===== config.mk =====
export PLATFORM = sky130hd
export DESIGN_NAME = itmr_top
export DESIGN_NICKNAME = d
export VERILOG_FILES = /design/src/rtl/itmr_pkg.sv /design/src/rtl/itmr_latch.sv /design/src/rtl/itmr_core.sv /design/src/rtl/itmr_pin.sv /design/src/rtl/itmr_top.sv
export SDC_FILE = /design/constraint.sdc
export NUM_CORES = 1
export LEC_CHECK = 0
export BUFFER_PORTS_ARGS = -buffer_cell sky130_fd_sc_hd__buf_2
export CAP_MARGIN = 20
export CORE_MARGIN = 3
export CORE_UTILIZATION = 50
export CTS_BUF_LIST = sky130_fd_sc_hd__clkbuf_4 sky130_fd_sc_hd__clkbuf_8
export CTS_CLUSTER_DIAMETER = 100
export CTS_CLUSTER_SIZE = 20
export DETAILED_ROUTE_END_ITERATION = 6
export PLACE_DENSITY_LB_ADDON = 0.25
export SYNTH_ARGS = -nofsm -noshare
export SYNTH_HDL_FRONTEND = slang
export SYNTH_HIERARCHICAL = 1
export SYNTH_SLANG_ARGS = --single-unit

===== constraint.sdc =====
create_clock -name clk -period 4.7 [get_ports clk]
set_clock_uncertainty 0.2 [all_clocks]
set_input_delay 0.705 -clock clk [delete_from_list [all_inputs] [get_ports clk]]
set_output_delay 0.705 -clock clk [all_outputs]
set_load 0.02 [all_outputs]

===== src/rtl/itmr_pkg.sv =====
package itmr_pkg;

  // Register offsets. The count-high position matters: a write there starts a run.
  typedef enum logic [1:0] {
    OFS_CNT_LO = 2'd0,
    OFS_CNT_HI = 2'd1,
    OFS_LAT_LO = 2'd2,
    OFS_LAT_HI = 2'd3
  } itmr_ofs_e;

  localparam int unsigned BYTES_PER_WORD = 2;

endpackage


===== src/rtl/itmr_latch.sv =====
module itmr_latch #(
  parameter int unsigned BUS_W = 8,
  localparam int unsigned NB   = itmr_pkg::BYTES_PER_WORD,
  localparam int unsigned CW   = NB * BUS_W
) (
  input  logic             clk,
  input  logic             rst_n,
  input  logic [NB-1:0]    byte_we,
  input  logic [BUS_W-1:0] wr_data,
  output logic [CW-1:0]    latch_q
);

  // One register per byte lane of the reload latch.
  for (genvar b = 0; b < NB; b++) begin : g_lane
    logic [BUS_W-1:0] lane_q;

    always_ff @(posedge clk) begin
      if (!rst_n) begin
        lane_q <= '0;
      end else if (byte_we[b]) begin
        lane_q <= wr_data;
      end
    end

    assign latch_q[b*BUS_W +: BUS_W] = lane_q;
  end

  AST_LATCH_STILL: assert property (@(posedge clk) disable iff (!rst_n)
    !(|byte_we) |=> $stable(latch_q));

endmodule


===== src/rtl/itmr_core.sv =====
module itmr_core #(
  parameter int unsigned CNT_W = 16
) (
  input  logic             clk,
  input  logic             rst_n,
  input  logic             tick,
  input  logic             load,
  input  logic [CNT_W-1:0] load_val,
  input  logic [CNT_W-1:0] latch_val,
  input  logic             free,
  input  logic             clr,
  output logic [CNT_W-1:0] cnt_q,
  output logic             flag_q,
  output logic             fire_o
);

  localparam logic [CNT_W-1:0] ONE = CNT_W'(1);

  logic armed_q;    // one-shot run may still fire
  logic started_q;  // a run has been started since reset
  logic at_zero;
  logic timeout;

  assign at_zero = (cnt_q == '0);
  assign timeout = tick && started_q && at_zero && !load;
  assign fire_o  = timeout && (free || armed_q);

  always_ff @(posedge clk) begin
    if (!rst_n) begin
      cnt_q     <= '0;
      flag_q    <= 1'b0;
      armed_q   <= 1'b0;
      started_q <= 1'b0;
    end else if (load) begin
      cnt_q     <= load_val;
      flag_q    <= 1'b0;
      armed_q   <= 1'b1;
      started_q <= 1'b1;
    end else begin
      if (tick && started_q) begin
        if (at_zero) begin
          cnt_q <= free ? latch_val : '1;
        end else begin
          cnt_q <= cnt_q - ONE;
        end
      end
      if (fire_o) begin
        flag_q <= 1'b1;
      end else if (clr) begin
        flag_q <= 1'b0;
      end
      if (timeout && !free) begin
        armed_q <= 1'b0;
      end
    end
  end

  AST_LOAD_TAKES: assert property (@(posedge clk) disable iff (!rst_n)
    load |=> (cnt_q == $past(load_val)) && !flag_q);
  AST_TICK_STEP: assert property (@(posedge clk) disable iff (!rst_n)
    (started_q && tick && !load && !at_zero) |=> cnt_q == $past(cnt_q) - ONE);
  AST_IDLE_HOLD: assert property (@(posedge clk) disable iff (!rst_n)
    (!tick && !load) |=> $stable(cnt_q));
  AST_ONESHOT_WRAP: assert property (@(posedge clk) disable iff (!rst_n)
    (timeout && !free) |=> (&cnt_q) && !armed_q);
  AST_FREE_RELOAD: assert property (@(posedge clk) disable iff (!rst_n)
    (timeout && free) |=> cnt_q == $past(latch_val));
  AST_FLAG_SET: assert property (@(posedge clk) disable iff (!rst_n)
    fire_o |=> flag_q);
  AST_ONESHOT_QUIET: assert property (@(posedge clk) disable iff (!rst_n)
    (!free && !armed_q && !load) |=> !$rose(flag_q));
  AST_RD_CLEAR: assert property (@(posedge clk) disable iff (!rst_n)
    (clr && !fire_o && !load) |=> !flag_q);

endmodule


===== src/rtl/itmr_pin.sv =====
module itmr_pin (
  input  logic clk,
  input  logic rst_n,
  input  logic load,
  input  logic fire,
  input  logic free,
  input  logic pin_en,
  input  logic port_b7_data,
  input  logic port_b7_dir,
  output logic pb7_o,
  output logic pb7_oe
);

  logic tout_q;

  always_ff @(posedge clk) begin
    if (!rst_n) begin
      tout_q <= 1'b1;
    end else if (load) begin
      tout_q <= 1'b0;
    end else if (fire) begin
      tout_q <= free ? !tout_q : 1'b1;
    end
  end

  always_comb begin
    if (pin_en) begin
      pb7_o  = tout_q;
      pb7_oe = 1'b1;
    end else begin
      pb7_o  = port_b7_data;
      pb7_oe = port_b7_dir;
    end
  end

  AST_PIN_LOW_START: assert property (@(posedge clk) disable iff (!rst_n)
    load |=> !tout_q);
  AST_PIN_HIGH_END: assert property (@(posedge clk) disable iff (!rst_n)
    (fire && !free && !load) |=> tout_q);
  AST_PIN_TOGGLE: assert property (@(posedge clk) disable iff (!rst_n)
    (fire && free && !load) |=> tout_q != $past(tout_q));

endmodule


===== src/rtl/itmr_top.sv =====
module itmr_top #(
  parameter int unsigned BUS_W = 8,
  localparam int unsigned CNT_W = itmr_pkg::BYTES_PER_WORD * BUS_W
) (
  input  logic             clk,
  input  logic             rst_n,
  input  logic             tick,
  input  logic [1:0]       reg_sel,
  input  logic             wr_en,
  input  logic             rd_en,
  input  logic [BUS_W-1:0] wr_data,
  output logic [BUS_W-1:0] rd_data,
  input  logic             aux_free,
  input  logic             aux_pin_en,
  input  logic             port_b7_data,
  input  logic             port_b7_dir,
  output logic             pb7_o,
  output logic             pb7_oe,
  output logic             irq_flag
);
  import itmr_pkg::*;

  itmr_ofs_e        ofs;
  logic [1:0]       byte_we;
  logic             load;
  logic             rd_clr;
  logic             fire;
  logic [CNT_W-1:0] latch_q;
  logic [CNT_W-1:0] cnt_q;
  logic [CNT_W-1:0] load_val;

  assign ofs        = itmr_ofs_e'(reg_sel);
  assign load       = wr_en && (ofs == OFS_CNT_HI);
  assign byte_we[0] = wr_en && ((ofs == OFS_CNT_LO) || (ofs == OFS_LAT_LO));
  assign byte_we[1] = wr_en && ((ofs == OFS_CNT_HI) || (ofs == OFS_LAT_HI));
  assign rd_clr     = rd_en && (ofs == OFS_CNT_LO);
  assign load_val   = {wr_data, latch_q[BUS_W-1:0]};

  itmr_latch #(.BUS_W(BUS_W)) u_latch (
    .clk     (clk),
    .rst_n   (rst_n),
    .byte_we (byte_we),
    .wr_data (wr_data),
    .latch_q (latch_q)
  );

  itmr_core #(.CNT_W(CNT_W)) u_core (
    .clk       (clk),
    .rst_n     (rst_n),
    .tick      (tick),
    .load      (load),
    .load_val  (load_val),
    .latch_val (latch_q),
    .free      (aux_free),
    .clr       (rd_clr),
    .cnt_q     (cnt_q),
    .flag_q    (irq_flag),
    .fire_o    (fire)
  );

  itmr_pin u_pin (
    .clk          (clk),
    .rst_n        (rst_n),
    .load         (load),
    .fire         (fire),
    .free         (aux_free),
    .pin_en       (aux_pin_en),
    .port_b7_data (port_b7_data),
    .port_b7_dir  (port_b7_dir),
    .pb7_o        (pb7_o),
    .pb7_oe       (pb7_oe)
  );

  always_comb begin
    unique case (ofs)
      OFS_CNT_LO: rd_data = cnt_q[BUS_W-1:0];
      OFS_CNT_HI: rd_data = cnt_q[CNT_W-1:BUS_W];
      OFS_LAT_LO: rd_data = latch_q[BUS_W-1:0];
      default:    rd_data = latch_q[CNT_W-1:BUS_W];
    endcase
  end

  AST_LATCH_HI_KEEPS_COUNT: assert property (@(posedge clk) disable iff (!rst_n)
    (wr_en && ofs == OFS_LAT_HI && !tick) |=> $stable(cnt_q));
  AST_START_PRIORITY: assert property (@(posedge clk) disable iff (!rst_n)
    (load && tick) |=> cnt_q == {$past(wr_data), $past(latch_q[BUS_W-1:0])});

endmodule


==> results summary <==
Counting every sink on the clock net gives 36. The count of synthesis-stage warnings from yosys came out at 6. The final period utilization came out at 0.565. The net total in the final layout came out at 299. The core area came out at 4410 µm².

CTS placed an instance of sky130_fd_sc_hd__clkbuf_8 at the clock tree root. In this run the vertical extent of the chip is 74.3 µm. Yosys mapped a number of flops with a built-in enable equal to 0.

TritonCTS built the clock tree. The overall power consumption is 845 µW. The number of design rule violations left after detail routing came out at 0.

Power spread over the standard cell area amounts to 331 nW/µm². The filler-free cell count of the finished design came out at 331. The instance count after placement with tap cells included is 323. The number of distinct library cell variants in the gate-level netlist after synthesis came out at 56. The number of global-route vias before repair is 2000. The global-route congestion overflow total came out at 0. The global-route met1 utilization is 0.322. The top cell types in the final layout, fill and taps aside, are sky130_fd_sc_hd__dfxtp_1, sky130_fd_sc_hd__buf_2, sky130_fd_sc_hd__nand2_1. Post-CTS timing repair inserted 0 buffers for setup.

The routed wire length came out at 6.12 mm. Of the total synthesized cell area, the portion taken by XOR and XNOR cells is 0.0301. The initial utilization of the core area, before any placement, comes to 0.528. STA classifies the critical path startpoint as an input port.

The layout-stage area growth over the synthesis result came out at 9.61%. The relative slew slack is 0.447. After synthesis, the share of flip-flops with an asynchronous set or reset is 0.

The total of cells resized after clock tree synthesis is 0. The number of failing setup endpoints in the final timing report is 0. The critical path in this run is classified as input port to output port. The run finished with clean final reports. After synthesis, the share of cell area in mux cells is 0.154. The clock-pin slew on the worst setup and hold paths is 70 ps. After synthesis, the mean cell area works out to 9.03 µm².

The synthesized instance count came out at 258. The type of destination of the critical path is an output port. The commonest non-fill, non-tap cell in the layout is sky130_fd_sc_hd__dfxtp_1. The die footprint is 5520 µm². The pre-antenna-repair detailed-routing pass consisted of 4 iterations.

The arrival time of the worst setup path is 1750 ps. The clock network latency to the later pin of the worst-skew pair is 290 ps. The most critical setup path has its startpoint at reg_sel[0]. The met2 routing resource usage after global routing is 0.377.

In the final layout, the share of cells above drive strength 1 is 0.197. The number of cells on the worst reg-to-reg path is 5. The layout has 414 filler cells. The accumulated negative setup slack is 0 ps. In the routed layout, each cell is associated on average with a via count of 6.41. Counting every net in the synthesized netlist gives 279. The site row count came out at 24. The pin count of the biggest net entering global routing is 44. The flip-flop cell with the highest count after synthesis is sky130_fd_sc_hd__dfxtp_1. The number of hold violations in the final report came out at 0. The met3 track demand over resource in global routing is 0.0514. The placer's final routability congestion estimate came out at 0.945. The tightest min-delay check is of the flop to flop type.

By area, the combinational part of the netlist is dominated by simple AND/OR/NAND/NOR gates. The number of clock buffers inserted by TritonCTS came out at 5. The post-route antenna net violation count is 0. The number of violations reported at the end of detailed-routing iteration 0 came out at 165. The total of buffers placed on input and output ports came out at 29. The boundary pin count is 30.

The clock tree buffer depth is 2. The placed wire-length estimate came out at 4.18 mm. Setup repair after global routing left no endpoint under its margin. The shortest clock period the worst path allows after layout came out at 2650 ps. For this design, the CTS-stage hold fixing added 0 buffers. The maximum resistive drop on vdd is 0.180 mV. At the end of the flow the core is filled with cells to 0.579. The slack of the worst reg-to-reg path came out at 2270 ps. The highest clock frequency the design can meet came out at 377 MHz. The first global-routing pass estimated 9.98 mm of wire. The tool flagged a number of max-cap violations equal to 0.

Counting flops and latches in the post-synthesis netlist gives 36. Of the total synthesized cell area, the portion taken by AND, OR, NAND and NOR gates is 0.273. The global routing usage summed across all routing layers came out at 0.238. The count of H-tree levels built during CTS is 2.

The number of antenna violations at the first check in global routing is 0. Along the worst path, the maximum fanout reaches 12. Of the total synthesized cell area, the portion taken by full adders, half adders and majority gates is 0.0107. For this design the static power due to leakage is 0.000956 µW. The number of cells on the worst hold path came out at 2.

The die outline width is 74.3 µm. The worst register-to-register path begins at u_core/cnt_q[3]$_SDFFE_PN0P_. The mean routed wirelength per cell is 18.5 µm. The area fraction in compound gates after synthesis came out at 0.173. The cell area after synthesis came out at 2330 µm². The register area share after synthesis is 0.309. The endpoint identified for the worst register-to-register timing path is u_core/cnt_q[5]$_SDFFE_PN0P_.

The worst setup path endpoint is rd_data[5]. The pin slew with the least headroom to its limit is 828 ps. After global routing, the most crowded layer is met2. The final-report max-slew violation count is 0.

STA puts the critical path data required time at 3800 ps. The number of diodes came out at 0. The routed layout has 2122 vias.
## cell type report
type / count / area (µm²) / share of cell area
multi-input combinational: 198 / 1490 / 0.584
timing repair buffer: 30 / 153 / 0.0597
sequential: 36 / 721 / 0.282
inverter: 7 / 26.3 / 0.0103
tap: 52 / 65.1 / 0.0255
clock buffer: 8 / 97.6 / 0.0382
## power by group
part | switching (µW) | internal [µW]
clock | 110 | 131
combinational | 147 | 106
sequential | 27.6 | 323
total | 285 | 560
## stage by stage
step | instance area [µm²] | hold WS, ps | setup WS [ps]
2_1_floorplan | 2330 | 256 | 2250
3_3_place_gp | 2460 | 267 | 1950
3_5_place_dp | 2460 | 266 | 1910
4_1_cts | 2550 | 284 | 2030
5_1_grt | 2550 | 318 | 1940
6_report | 2550 | 279 | 2050
## synth_stat cells, types with 3 or more instances
cell                        n  area share
sky130_fd_sc_hd__o31ai_1    4       0.013
sky130_fd_sc_hd__o311ai_0   4       0.015
sky130_fd_sc_hd__o21ai_0    8       0.017
sky130_fd_sc_hd__nor4_1     7       0.019
sky130_fd_sc_hd__mux2i_1   16       0.069
sky130_fd_sc_hd__xnor2_1    8       0.030
sky130_fd_sc_hd__o41ai_1    3       0.011
sky130_fd_sc_hd__a21oi_1   11       0.024
sky130_fd_sc_hd__a211oi_1   6       0.019
sky130_fd_sc_hd__nor2b_1   16       0.043
sky130_fd_sc_hd__a32o_1     5       0.021
sky130_fd_sc_hd__nand2b_1   6       0.016
sky130_fd_sc_hd__inv_1      7       0.011
sky130_fd_sc_hd__dfxtp_1   36        0.31
sky130_fd_sc_hd__buf_2      4      0.0086
sky130_fd_sc_hd__nor2_1    14       0.023
sky130_fd_sc_hd__buf_6      3       0.014
sky130_fd_sc_hd__clkbuf_1   9       0.014
sky130_fd_sc_hd__o211ai_1   3      0.0097
sky130_fd_sc_hd__nand3b_1   4       0.013
sky130_fd_sc_hd__mux4_2     6       0.058
sky130_fd_sc_hd__nand2_1   22       0.035
sky130_fd_sc_hd__and3_1     4       0.011
sky130_fd_sc_hd__nor3_1     6       0.013
sky130_fd_sc_hd__nand3_1    5       0.011
## worst max-delay path: stages
cell and delay (ps):
sky130_fd_sc_hd__buf_2 290, sky130_fd_sc_hd__mux4_1 580, sky130_fd_sc_hd__buf_2 170
## state kept, by name (all words and copies together), names as in the netlist
register               cells
u_core/flag_q              1
u_latch/g_lane.lane_q     16
u_core/started_q           1
u_pin/tout_q               1
u_core/cnt_q              16
u_core/armed_q             1
## metal layers
| layer | routed length [µm] | share of wire |
|---|---|---|
| met5 | 0 | 0 |
| met4 | 117 | 0.019 |
| met3 | 425 | 0.069 |
| met2 | 2880 | 0.47 |
| met1 | 2700 | 0.44 |
## worst min path at each step
stage	start	end	slack, ps
final	u_core/flag_q$_SDFFE_PP0P_	u_core/flag_q$_SDFFE_PP0P_	280
after CTS	u_core/flag_q$_SDFFE_PP0P_	u_core/flag_q$_SDFFE_PP0P_	280
after global placement	u_core/started_q$_SDFFE_PN0P_	u_core/started_q$_SDFFE_PN0P_	270
after detailed placement	u_core/flag_q$_SDFFE_PP0P_	u_core/flag_q$_SDFFE_PP0P_	270
after global routing	u_core/flag_q$_SDFFE_PP0P_	u_core/flag_q$_SDFFE_PP0P_	320
after floorplan	u_core/started_q$_SDFFE_PN0P_	u_core/started_q$_SDFFE_PN0P_	260
## logic make-up (layout without fill, tap and decap cells)
group                      count (synthesis)  after routing
and+or+nand+nor                          107            107
DFF                                       36             36
AOI/OAI and AO/OA                         56             56
muxes                                     25             25
buffers and inverters                     24             45
adders and majority gates                  2              2
xor gates and xnor gates                   8              8
(Power assumes the default switching activity.)
